<file path="src/rtl/alu8_pkg.sv">
package alu8_pkg;

  typedef enum logic [3:0] {
    OP_ADD  = 4'd0,
    OP_SUB  = 4'd1,
    OP_AND  = 4'd2,
    OP_OR   = 4'd3,
    OP_XOR  = 4'd4,
    OP_CMP  = 4'd5,
    OP_TEST = 4'd6,
    OP_SETB = 4'd7,
    OP_CLRB = 4'd8,
    OP_SHL  = 4'd9,
    OP_SHR  = 4'd10,
    OP_ROTL = 4'd11,
    OP_ROTR = 4'd12,
    OP_INCR = 4'd13,
    OP_DECR = 4'd14,
    OP_PASS = 4'd15
  } alu_op_e;

  // Positions of the flags in the update mask
  localparam int FLG_N = 3;
  localparam int FLG_V = 2;
  localparam int FLG_Z = 1;
  localparam int FLG_C = 0;

  localparam logic [3:0] MASK_ALL   = 4'b1111;
  localparam logic [3:0] MASK_NZ    = 4'b1010;
  localparam logic [3:0] MASK_NZC   = 4'b1011;
  localparam logic [3:0] MASK_NVZ   = 4'b1110;
  localparam logic [3:0] MASK_Z     = 4'b0010;
  localparam logic [3:0] MASK_NONE  = 4'b0000;

  typedef struct packed {
    logic [3:0] dig;
    logic       cy;
  } bcd_digit_t;

  // One packed-BCD digit step. For subtract, cy_i = 1 means no borrow in
  // and the returned cy = 1 means no borrow out.
  function automatic bcd_digit_t bcd_digit_step(input logic [3:0] x,
                                                input logic [3:0] y,
                                                input logic       cy_i,
                                                input logic       sub);
    logic [4:0] raw;
    bcd_digit_t o;
    if (!sub) begin
      raw = {1'b0, x} + {1'b0, y} + {4'b0000, cy_i};
      if (raw > 5'd9) begin
        o.dig = raw[3:0] + 4'd6;
        o.cy  = 1'b1;
      end else begin
        o.dig = raw[3:0];
        o.cy  = 1'b0;
      end
    end else begin
      raw = {1'b0, x} - {1'b0, y} - {4'b0000, ~cy_i};
      if (raw[4]) begin
        o.dig = raw[3:0] - 4'd6;
        o.cy  = 1'b0;
      end else begin
        o.dig = raw[3:0];
        o.cy  = 1'b1;
      end
    end
    return o;
  endfunction

endpackage

</file>
<file path="src/rtl/alu8_addsub.sv">
module alu8_addsub
  import alu8_pkg::*;
#(
  parameter int WIDTH = 8
) (
  input  logic [WIDTH-1:0] a_i,
  input  logic [WIDTH-1:0] b_i,
  input  logic             cin_i,
  input  logic             sub_i,
  input  logic             dec_i,
  output logic [WIDTH-1:0] res_o,
  output logic             c_o,
  output logic             v_o
);
  localparam int DIGITS = WIDTH / 4;

  function automatic logic is_bcd(input logic [WIDTH-1:0] val);
    logic ok;
    ok = 1'b1;
    for (int k = 0; k < DIGITS; k++) begin
      if (val[4*k +: 4] > 4'd9) ok = 1'b0;
    end
    return ok;
  endfunction

  // Binary path: subtract is an add of the inverted operand
  logic [WIDTH-1:0] b_eff;
  logic [WIDTH:0]   bin_sum;
  logic             bin_ovf;

  assign b_eff   = sub_i ? ~b_i : b_i;
  assign bin_sum = {1'b0, a_i} + {1'b0, b_eff} + {{WIDTH{1'b0}}, cin_i};
  assign bin_ovf = (a_i[WIDTH-1] == b_eff[WIDTH-1]) &&
                   (bin_sum[WIDTH-1] != a_i[WIDTH-1]);

  // Decimal path: ripple of digit steps
  logic [DIGITS:0]  dcy;
  logic [WIDTH-1:0] dec_sum;

  assign dcy[0] = cin_i;

  for (genvar g = 0; g < DIGITS; g++) begin : g_digit
    bcd_digit_t step;
    assign step               = bcd_digit_step(a_i[4*g +: 4], b_i[4*g +: 4], dcy[g], sub_i);
    assign dec_sum[4*g +: 4]  = step.dig;
    assign dcy[g+1]           = step.cy;
  end

  assign res_o = dec_i ? dec_sum : bin_sum[WIDTH-1:0];
  assign c_o   = dec_i ? dcy[DIGITS] : bin_sum[WIDTH];
  assign v_o   = bin_ovf;

  // valid digits in give valid digits out
  always_comb begin
    if (dec_i && is_bcd(a_i) && is_bcd(b_i)) begin
      a_r5_digits_valid: assert (is_bcd(res_o))
        else $error("decimal result holds a digit above nine");
    end
  end

  // with no borrow in, binary subtract carry equals unsigned a >= b
  always_comb begin
    if (!dec_i && sub_i && cin_i) begin
      a_r4_no_borrow: assert (c_o == (a_i >= b_i))
        else $error("subtract carry disagrees with operand order");
    end
  end

endmodule

</file>
<file path="src/rtl/alu8_logic.sv">
module alu8_logic
  import alu8_pkg::*;
#(
  parameter int WIDTH = 8
) (
  input  logic [WIDTH-1:0] a_i,
  input  logic [WIDTH-1:0] b_i,
  input  alu_op_e          op_i,
  output logic [WIDTH-1:0] res_o,
  output logic             and_zero_o
);
  logic [WIDTH-1:0] common;

  assign common     = a_i & b_i;
  assign and_zero_o = (common == '0);

  always_comb begin
    unique case (op_i)
      OP_AND:  res_o = common;
      OP_OR:   res_o = a_i | b_i;
      OP_XOR:  res_o = a_i ^ b_i;
      OP_SETB: res_o = b_i | a_i;
      OP_CLRB: res_o = b_i & ~a_i;
      default: res_o = a_i;
    endcase
  end

  // test-and-clear never leaves a bit set that the register selects
  always_comb begin
    if (op_i == OP_CLRB) begin
      a_r10_clear_disjoint: assert ((res_o & a_i) == '0)
        else $error("test-and-clear left a selected bit set");
    end
  end

endmodule

</file>
<file path="src/rtl/alu8_shift.sv">
module alu8_shift
  import alu8_pkg::*;
#(
  parameter int WIDTH = 8
) (
  input  logic [WIDTH-1:0] b_i,
  input  logic             cin_i,
  input  alu_op_e          op_i,
  output logic [WIDTH-1:0] res_o,
  output logic             cout_o
);
  localparam int MSB = WIDTH - 1;

  always_comb begin
    res_o  = b_i;
    cout_o = 1'b0;
    unique case (op_i)
      OP_SHL: begin
        res_o  = {b_i[MSB-1:0], 1'b0};
        cout_o = b_i[MSB];
      end
      OP_SHR: begin
        res_o  = {1'b0, b_i[MSB:1]};
        cout_o = b_i[0];
      end
      OP_ROTL: begin
        res_o  = {b_i[MSB-1:0], cin_i};
        cout_o = b_i[MSB];
      end
      OP_ROTR: begin
        res_o  = {cin_i, b_i[MSB:1]};
        cout_o = b_i[0];
      end
      OP_INCR: res_o = b_i + {{(WIDTH-1){1'b0}}, 1'b1};
      OP_DECR: res_o = b_i - {{(WIDTH-1){1'b0}}, 1'b1};
      default: ;
    endcase
  end

  // a rotate through carry keeps the number of ones
  always_comb begin
    if (op_i == OP_ROTL || op_i == OP_ROTR) begin
      a_r12_rot_conserve: assert ($countones({res_o, cout_o}) == $countones({b_i, cin_i}))
        else $error("rotate lost or gained a bit");
    end
  end

endmodule

</file>
<file path="src/rtl/alu8_core.sv">
module alu8_core
  import alu8_pkg::*;
#(
  parameter int WIDTH = 8
) (
  input  logic [WIDTH-1:0] op_a,
  input  logic [WIDTH-1:0] op_b,
  input  logic             carry_in,
  input  logic             dec_mode,
  input  logic             imm_form,
  input  logic [3:0]       op_sel,
  output logic [WIDTH-1:0] result,
  output logic             n_out,
  output logic             v_out,
  output logic             z_out,
  output logic             c_out,
  output logic [3:0]       upd_mask
);
  localparam int MSB = WIDTH - 1;

  alu_op_e op;
  assign op = alu_op_e'(op_sel);

  // Named internal events
  logic is_arith;
  logic is_logic;
  logic is_shift;
  logic is_bitop;
  logic z_from_result;

  assign is_arith      = (op == OP_ADD) || (op == OP_SUB);
  assign is_logic      = (op == OP_AND) || (op == OP_OR) || (op == OP_XOR);
  assign is_bitop      = (op == OP_TEST) || (op == OP_SETB) || (op == OP_CLRB);
  assign is_shift      = (op == OP_SHL) || (op == OP_SHR) || (op == OP_ROTL) ||
                         (op == OP_ROTR) || (op == OP_INCR) || (op == OP_DECR);
  assign z_from_result = !is_bitop && (op != OP_CMP);

  // Datapath units
  logic [WIDTH-1:0] as_res, lg_res, sh_res;
  logic             as_c, as_v, sh_c, and_zero;

  alu8_addsub #(.WIDTH(WIDTH)) u_addsub (
    .a_i   (op_a),
    .b_i   (op_b),
    .cin_i (carry_in),
    .sub_i (op == OP_SUB),
    .dec_i (dec_mode),
    .res_o (as_res),
    .c_o   (as_c),
    .v_o   (as_v)
  );

  alu8_logic #(.WIDTH(WIDTH)) u_logic (
    .a_i        (op_a),
    .b_i        (op_b),
    .op_i       (op),
    .res_o      (lg_res),
    .and_zero_o (and_zero)
  );

  alu8_shift #(.WIDTH(WIDTH)) u_shift (
    .b_i    (op_b),
    .cin_i  (carry_in),
    .op_i   (op),
    .res_o  (sh_res),
    .cout_o (sh_c)
  );

  // Compare: register minus operand with no borrow in
  logic [WIDTH:0] cmp_diff;
  assign cmp_diff = {1'b0, op_a} + {1'b0, ~op_b} + {{WIDTH{1'b0}}, 1'b1};

  // Result and raw flag selection
  logic             n_raw, v_raw, z_raw, c_raw;
  logic [3:0]       mask;

  always_comb begin
    result = op_a;
    v_raw  = 1'b0;
    c_raw  = 1'b0;
    n_raw  = 1'b0;
    z_raw  = 1'b0;
    mask   = MASK_NONE;
    if (is_arith) begin
      result = as_res;
      v_raw  = as_v;
      c_raw  = as_c;
      mask   = MASK_ALL;
    end else if (is_logic) begin
      result = lg_res;
      mask   = MASK_NZ;
    end else if (is_shift) begin
      result = sh_res;
      c_raw  = sh_c;
      mask   = (op == OP_INCR || op == OP_DECR) ? MASK_NZ : MASK_NZC;
    end else if (op == OP_CMP) begin
      n_raw  = cmp_diff[MSB];
      z_raw  = (cmp_diff[MSB:0] == '0);
      c_raw  = cmp_diff[WIDTH];
      mask   = MASK_NZC;
    end else if (op == OP_TEST) begin
      n_raw  = op_b[MSB];
      v_raw  = op_b[MSB-1];
      z_raw  = and_zero;
      mask   = imm_form ? MASK_Z : MASK_NVZ;
    end else if (op == OP_SETB || op == OP_CLRB) begin
      result = lg_res;
      z_raw  = and_zero;
      mask   = MASK_Z;
    end
    if (z_from_result) begin
      n_raw = result[MSB];
      z_raw = (result == '0);
    end
  end

  assign upd_mask = mask;
  assign n_out    = n_raw & mask[FLG_N];
  assign v_out    = v_raw & mask[FLG_V];
  assign z_out    = z_raw & mask[FLG_Z];
  assign c_out    = c_raw & mask[FLG_C];

  // compare leaves the register value on the result bus
  always_comb begin
    if (op == OP_CMP) begin
      a_r8_cmp_keeps: assert (result == op_a)
        else $error("compare altered the result");
    end
  end

  // Z follows a zero result for result-driven operations
  always_comb begin
    if (z_from_result && mask[FLG_Z]) begin
      a_r14_z_tracks: assert (z_out == (result == '0))
        else $error("Z disagrees with result");
    end
  end

  // shift right never raises N
  always_comb begin
    if (op == OP_SHR) begin
      a_r11_shr_clears_n: assert (!n_out)
        else $error("shift right produced N");
    end
  end

  // only arithmetic or the memory form of bit test may touch V
  always_comb begin
    if (upd_mask[FLG_V]) begin
      a_r9_v_owner: assert (is_arith || (op == OP_TEST && !imm_form))
        else $error("V enabled for a foreign operation");
    end
  end

endmodule

</file>
<file path="config.mk">
export PLATFORM = sky130hd
export DESIGN_NAME = alu8_core
export DESIGN_NICKNAME = d
export VERILOG_FILES = /design/src/rtl/alu8_pkg.sv /design/src/rtl/alu8_addsub.sv /design/src/rtl/alu8_logic.sv /design/src/rtl/alu8_shift.sv /design/src/rtl/alu8_core.sv
export SDC_FILE = /design/constraint.sdc
export NUM_CORES = 1
export LEC_CHECK = 0
export ABC_CLOCK_PERIOD_IN_PS = 14900
export BUFFER_PORTS_ARGS = -buffer_cell sky130_fd_sc_hd__buf_2
export CAP_MARGIN = 15
export CORE_MARGIN = 5
export CORE_UTILIZATION = 35
export DETAILED_ROUTE_END_ITERATION = 12
export PLACE_DENSITY = 0.56
export SYNTH_ARGS = -nofsm -noshare
export SYNTH_HDL_FRONTEND = slang
export SYNTH_HIERARCHICAL = 1
export SYNTH_SLANG_ARGS = --single-unit
export TNS_END_PERCENT = 5
</file>
<file path="constraint.sdc">
create_clock -name vclk -period 14.9
set_input_delay 1.49 -clock vclk [all_inputs]
set_output_delay 1.49 -clock vclk [all_outputs]
set_load 0.1 [all_outputs]
</file>
* After elaboration in Yosys (flattened, before gate mapping)
Index checks and enable logic that the tools add are counted.
Cells by class: reductions and logical operators 22, mux-type cells 48, multiply operators 0, add/sub/neg operators 18, div/mod/pow operators 0, magnitude comparators 2, equality and inequality tests 17, shift operators 0, bitwise gates (word level) 12
Operator list (number):
- two-way mux 8 bit | 8
- case mux 8 bit (6 select lines) | 1
- case mux 8 bit (4 select lines) | 1
- two-way mux 5 bit | 6
- == test 4 bit (second input constant) | 7
- logical NOT 8 bit | 3
- two-way mux 1 bit | 24
- two-way mux 4 bit | 6
- adder 8 x 8 -> 9 bit | 2
- AND 8 bit | 2
- == test 4 x 3 -> 1 bit (second input constant) | 4
- inverter 8 bit | 2
- logical OR 1 bit | 12
- adder 4 x 4 -> 5 bit | 2
- adder 5 x 1 -> 5 bit | 2
- greater-than comparator 5 x 4 -> 1 bit (second input constant) | 2
- subtractor 4 x 4 -> 5 bit | 2
- subtractor 5 x 1 -> 5 bit | 2
- adder 9 x 1 -> 9 bit | 1
- adder 9 x 1 -> 9 bit (second input constant) | 1
- adder 4 x 3 -> 4 bit (second input constant) | 2
- adder 8 x 1 -> 8 bit (second input constant) | 1
- == test 4 x 2 -> 1 bit (second input constant) | 2
- bitwise OR 8 bit | 1
- 15 further kinds | 23
Word-level totals: ROM bits 0, logic and storage cells 119, flip-flop bits (word level) 0, memories 0, output and inout bits 16, latch bits 0, RAM bits 0

* Depth between registers and ports, before layout
depth in word-level cells 15, depth in mapped cells 29, gate-level depth less buffers 29

* By module
The synthesis kept the hierarchy.
Modules (own cells, without submodules):
- alu8_addsub | instances 1, cells each 196, area an instance 1610.3 sq um, sequential area each 0.0 sq um
- alu8_core | instances 1, cells each 210, area an instance 1407.6 sq um, sequential area each 0.0 sq um
- alu8_logic | instances 1, cells each 105, area an instance 878.3 sq um, sequential area each 0.0 sq um
- alu8_shift | instances 1, cells each 114, area an instance 735.7 sq um, sequential area each 0.0 sq um

* Least setup slack after synthesis
No wires, ideal clock.
kind input -> output, start in op_a[0], end out z_out, stages 26, data arrival time 8.260 ns, buffers on the path 0, required time 13.410 ns, path slack 5.150 ns, path through inv_1 > fa_1 > inv_1 > fa_1 > inv_1 > ha_1 > a22o_1 > o21a_2 > nand2_1 > o21ai_0 > fa_1 > inv_1 > fa_1 > xnor2_1 > inv_1 > ha_1 > nand2_1 > o31ai_4 > o21ai_2 > xnor2_1 > a21oi_1 > mux2_2 > o22ai_1 > a32oi_1 > or4_1 > o211ai_1
On the way: longest elaborated chain between the ends 15, elaborated cells between the ends (all ways) 47, those cells by class 14 x add/sub; 2 x order compare; 21 x mux; 7 x bitwise; 3 x reduce/logical
RTL lines:
- from (decl) | line alu8_core.sv:6 | input logic [WIDTH-1:0] op_a,
- adder 4 x 4 -> 5 bit | line alu8_pkg.sv:49 | raw = {1'b0, x} + {1'b0, y} + {4'b0000, cy_i};
- adder 5 x 1 -> 5 bit | line alu8_pkg.sv:49
- greater-than comparator 5 x 4 -> 1 bit | line alu8_pkg.sv:50 | if (raw > 5'd9) begin
- two-way mux 5 bit | line alu8_pkg.sv:50
- two-way mux 5 bit | line alu8_pkg.sv:48 | if (!sub) begin
- inverter 1 bit | line alu8_pkg.sv:58 | raw = {1'b0, x} - {1'b0, y} - {4'b0000, ~cy_i};
- subtractor 5 x 1 -> 5 bit | line alu8_pkg.sv:58
- subtractor 4 x 3 -> 4 bit | line alu8_pkg.sv:60 | o.dig = raw[3:0] - 4'd6;
- two-way mux 5 bit | line alu8_pkg.sv:59 | if (raw[4]) begin
- two-way mux 5 bit | line alu8_pkg.sv:48
- two-way mux 8 bit * | line alu8_addsub.sv:49 | assign res_o = dec_i ? dec_sum : bin_sum[WIDTH-1:0];
- named net as_res[5] | line alu8_core.sv:39 | logic [WIDTH-1:0] as_res, lg_res, sh_res;
- two-way mux 8 bit * | line alu8_core.sv:84 | if (is_arith) begin
- named net result[5] | line alu8_core.sv:12 | output logic [WIDTH-1:0] result,
- logical NOT 8 bit * | line alu8_core.sv:113 | z_raw = (result == '0);
- two-way mux 1 bit * | line alu8_core.sv:111 | if (z_from_result) begin
- AND 1 bit * | line alu8_core.sv:120 | assign z_out = z_raw & mask[FLG_Z];
- to (decl) | line alu8_core.sv:15 | output logic z_out,
Mark *: on every way through the listed nets, which the timed path passes. The rest lies on a longest branch.

* Worst setup path after layout
start in op_b[0], end out z_out
On the way: longest elaborated chain between the ends 15, elaborated cells between the ends (all ways) 51, those cells by class 16 x add/sub; 2 x order compare; 23 x mux; 7 x bitwise; 3 x reduce/logical
RTL lines:
- from (decl) | line alu8_core.sv:7 | input logic [WIDTH-1:0] op_b,
- adder 4 x 4 -> 5 bit | line alu8_pkg.sv:49
- adder 5 x 1 -> 5 bit | line alu8_pkg.sv:49
- greater-than comparator 5 x 4 -> 1 bit | line alu8_pkg.sv:50
- two-way mux 5 bit | line alu8_pkg.sv:50
- two-way mux 5 bit | line alu8_pkg.sv:48
- inverter 1 bit | line alu8_pkg.sv:58
- subtractor 5 x 1 -> 5 bit | line alu8_pkg.sv:58
- subtractor 4 x 3 -> 4 bit | line alu8_pkg.sv:60
- two-way mux 5 bit | line alu8_pkg.sv:59
- two-way mux 5 bit | line alu8_pkg.sv:48
- two-way mux 8 bit * | line alu8_addsub.sv:49
- named net as_res[7] | line alu8_core.sv:39
- two-way mux 8 bit * | line alu8_core.sv:84
- logical NOT 8 bit * | line alu8_core.sv:113
- two-way mux 1 bit * | line alu8_core.sv:111
- AND 1 bit * | line alu8_core.sv:120
Marks and branches as above.

==> results.py <==
metrics = {
    "outcome": {
        "outcome": "finished clean",
    },
    "finish": {
        "regArea_um2": 0,
        "area_delta_synth_final_pct": 5.43,
        "final_nets": 734,
        "drive_gt1_frac": 0.136,
        "flops_and_latches": 0,
        "final_common_cell": "inv_1",
        "fillCellCount": 1382,
        "n_clock_buffer": 0,
        "num_antenna_cells": 0,
        "mostFrequentLayoutCells": "inv_1, ha_1, o21ai_0, buf_2, nand2_1",
        "multi_input_area_um2": 4150,
    },
    "logic_synthesis": {
        "syn_avg_cell_area_um2": 7.41,
        "syn_nets": 724,
        "synth_cell_types": 82,
        "seq_area_frac_synth": 0,
        "synth_area_um2": 4630,
        "syn_inst": 625,
        "yosysWarningCount": 6,
    },
    "timing": {
        "tns_ns": 0,
        "finalHoldViolations": 0,
        "fin_crit_ns": 9.27,
        "timing.fmax_mhz": 108,
        "max-slew-margin-rel": 0.354,
        "report.final.slew_viol_count": 0,
        "rsz0062_at_grt": "no",
        "worst_pin_slew_ns": 0.966,
        "period_share": 0.622,
        "finalSetupViolations": 0,
    },
    "drt": {
        "first_iter_violations": 369,
        "wl_per_cell_um": 18.4,
        "drc_errors": 0,
        "drt-pass1-iter-count": 5,
        "totalWireLength_um": 14900,
        "ant_nets": 0,
        "via_per_inst": 5.78,
        "num_vias": 4677,
    },
    "critical_path": {
        "worstSetupPathType": "in2out",
        "cp_max_fo": 17,
        "worstPathArrival_ns": 7.78,
        "worstSetupStartpointType": "primary input",
        "end_kind": "primary output",
        "max_stage_delay_ns": 0.49,
        "required_ns": 13.41,
        "cp_slowest_cell": "buf_2",
        "cp_common_cell": "inv_1",
    },
    "power": {
        "power.total_uw": 259,
        "p_per_area_nw_per_um2": 52.9,
        "ir_drop_mv": 0.0269,
        "cellLeakagePower_nw": 2.24,
    },
    "grt": {
        "grt_usage": 0.181,
        "antenna_found_initial": 0,
        "overflow": 0,
        "met1_usage": 0.253,
        "gr-max-usage-layer": "met2",
        "grt_first_pass_wirelength_um": 23800,
        "grtUsageMet2": 0.311,
        "met3_usage": 0.0111,
        "grt_max_degree": 73,
        "grt_pass1_vias": 4428,
    },
    "floorplanning": {
        "coreArea_um2": 13100,
        "ios": 39,
        "die_y_um": 125,
        "die_width_um": 125,
        "start_util": 0.354,
        "dieArea_um2": 15600,
        "row_count": 42,
    },
    "cts": {
        "cts_setup_buffers": 0,
        "cts_hold_buf": 0,
        "cts_resized": 0,
    },
    "placed_design": {
        "port_buffers": 39,
        "dp_hpwl_um": 11000,
        "gp_congestion": 0.908,
    },
    "hold_path": {
        "hold_class": "in2out",
    },
    "run": {
        "maxCapViolations": 0,
    },
}
## critical path: cells and delay by family
family	cells	cell delay [ns]
buffers and inverters	7	1.28
AO/OA/AOI/OAI	10	1.51
XOR/XNOR	1	0.39
AND/OR/NAND/NOR	4	0.70
adder cells (fa/ha/maj)	6	1.97
multiplexers	2	0.39
## routing by layer
metal	vias to the layer above	routed length, µm
li1	2297	-
met1	2231	6900
met2	127	7060
met3	22	615
met4	0	342
met5	-	0
## Yosys cell counts, drive strengths merged (3+ instances only)
library cell,count,share of area
o2bb2ai,3,0.0057
maj3,6,0.013
a22oi,5,0.0081
mux2i,9,0.019
a21oi,30,0.035
a221oi,9,0.017
nor3,12,0.013
o2111ai,4,0.0076
nand2,35,0.028
inv,75,0.061
a21boi,4,0.0065
xnor2,22,0.045
o22ai,14,0.020
a32oi,6,0.011
a22o,4,0.0095
o21a,9,0.015
xor2,20,0.041
nand2b,10,0.014
a21o,7,0.011
ha,65,0.18
a32o,5,0.011
o221ai,5,0.0095
and3b,16,0.030
o31ai,5,0.013
or4,6,0.011
nand3b,5,0.0089
nor2,35,0.029
a31oi,12,0.016
buf,22,0.029
nand3,6,0.0065
and2,3,0.0041
clkbuf,13,0.013
a2bb2oi,9,0.017
o21ai,46,0.051
fa,11,0.048
o211ai,13,0.021
a211oi,4,0.0065
mux2,16,0.039
nor2b,12,0.016
## where the power goes
group,internal (mW),switching [mW]
Clock,0,0
Combinational,0.0926,0.166
Sequential,0,0
Total,0.0926,0.166
## metrics by stage
step / hold WS, ns / setup WS [ns] / instances / instance area, µm² / utilization
2_1_floorplan: 3.45 / 5.15 / 625 / 4630 / -
3_3_place_gp: 3.64 / 5.84 / 809 / 4880 / 0.373
3_5_place_dp: 3.64 / 5.64 / 809 / 4880 / 0.373
4_1_cts: 3.64 / 5.64 / 809 / 4880 / 0.373
5_1_grt: 3.66 / 5.13 / 809 / 4880 / 0.373
6_report: 3.63 / 5.63 / 809 / 4880 / 0.373
## cell type report
type / count / share of cell area
Timing Repair Buffer: 44 / 0.0477
Inverter: 75 / 0.0576
Multi-Input combinational cell: 514 / 0.850
Tap cell: 176 / 0.0451
## path summary, 6_finish.rpt
path,cells after the start,startpoint,slack (ns),to
worst max-delay path,30,op_b[0],5.63,z_out
worst min-delay path,5,imm_form,3.63,upd_mask[2]
## cell families after synthesis
logic type,share of synthesized area
AO/OA/AOI/OAI,0.321
XOR/XNOR,0.0859
adder cells (fa/ha/maj),0.236
buffers and inverters,0.105
multiplexers,0.0583
AND/OR/NAND/NOR,0.194
(Power assumes the default switching activity.)
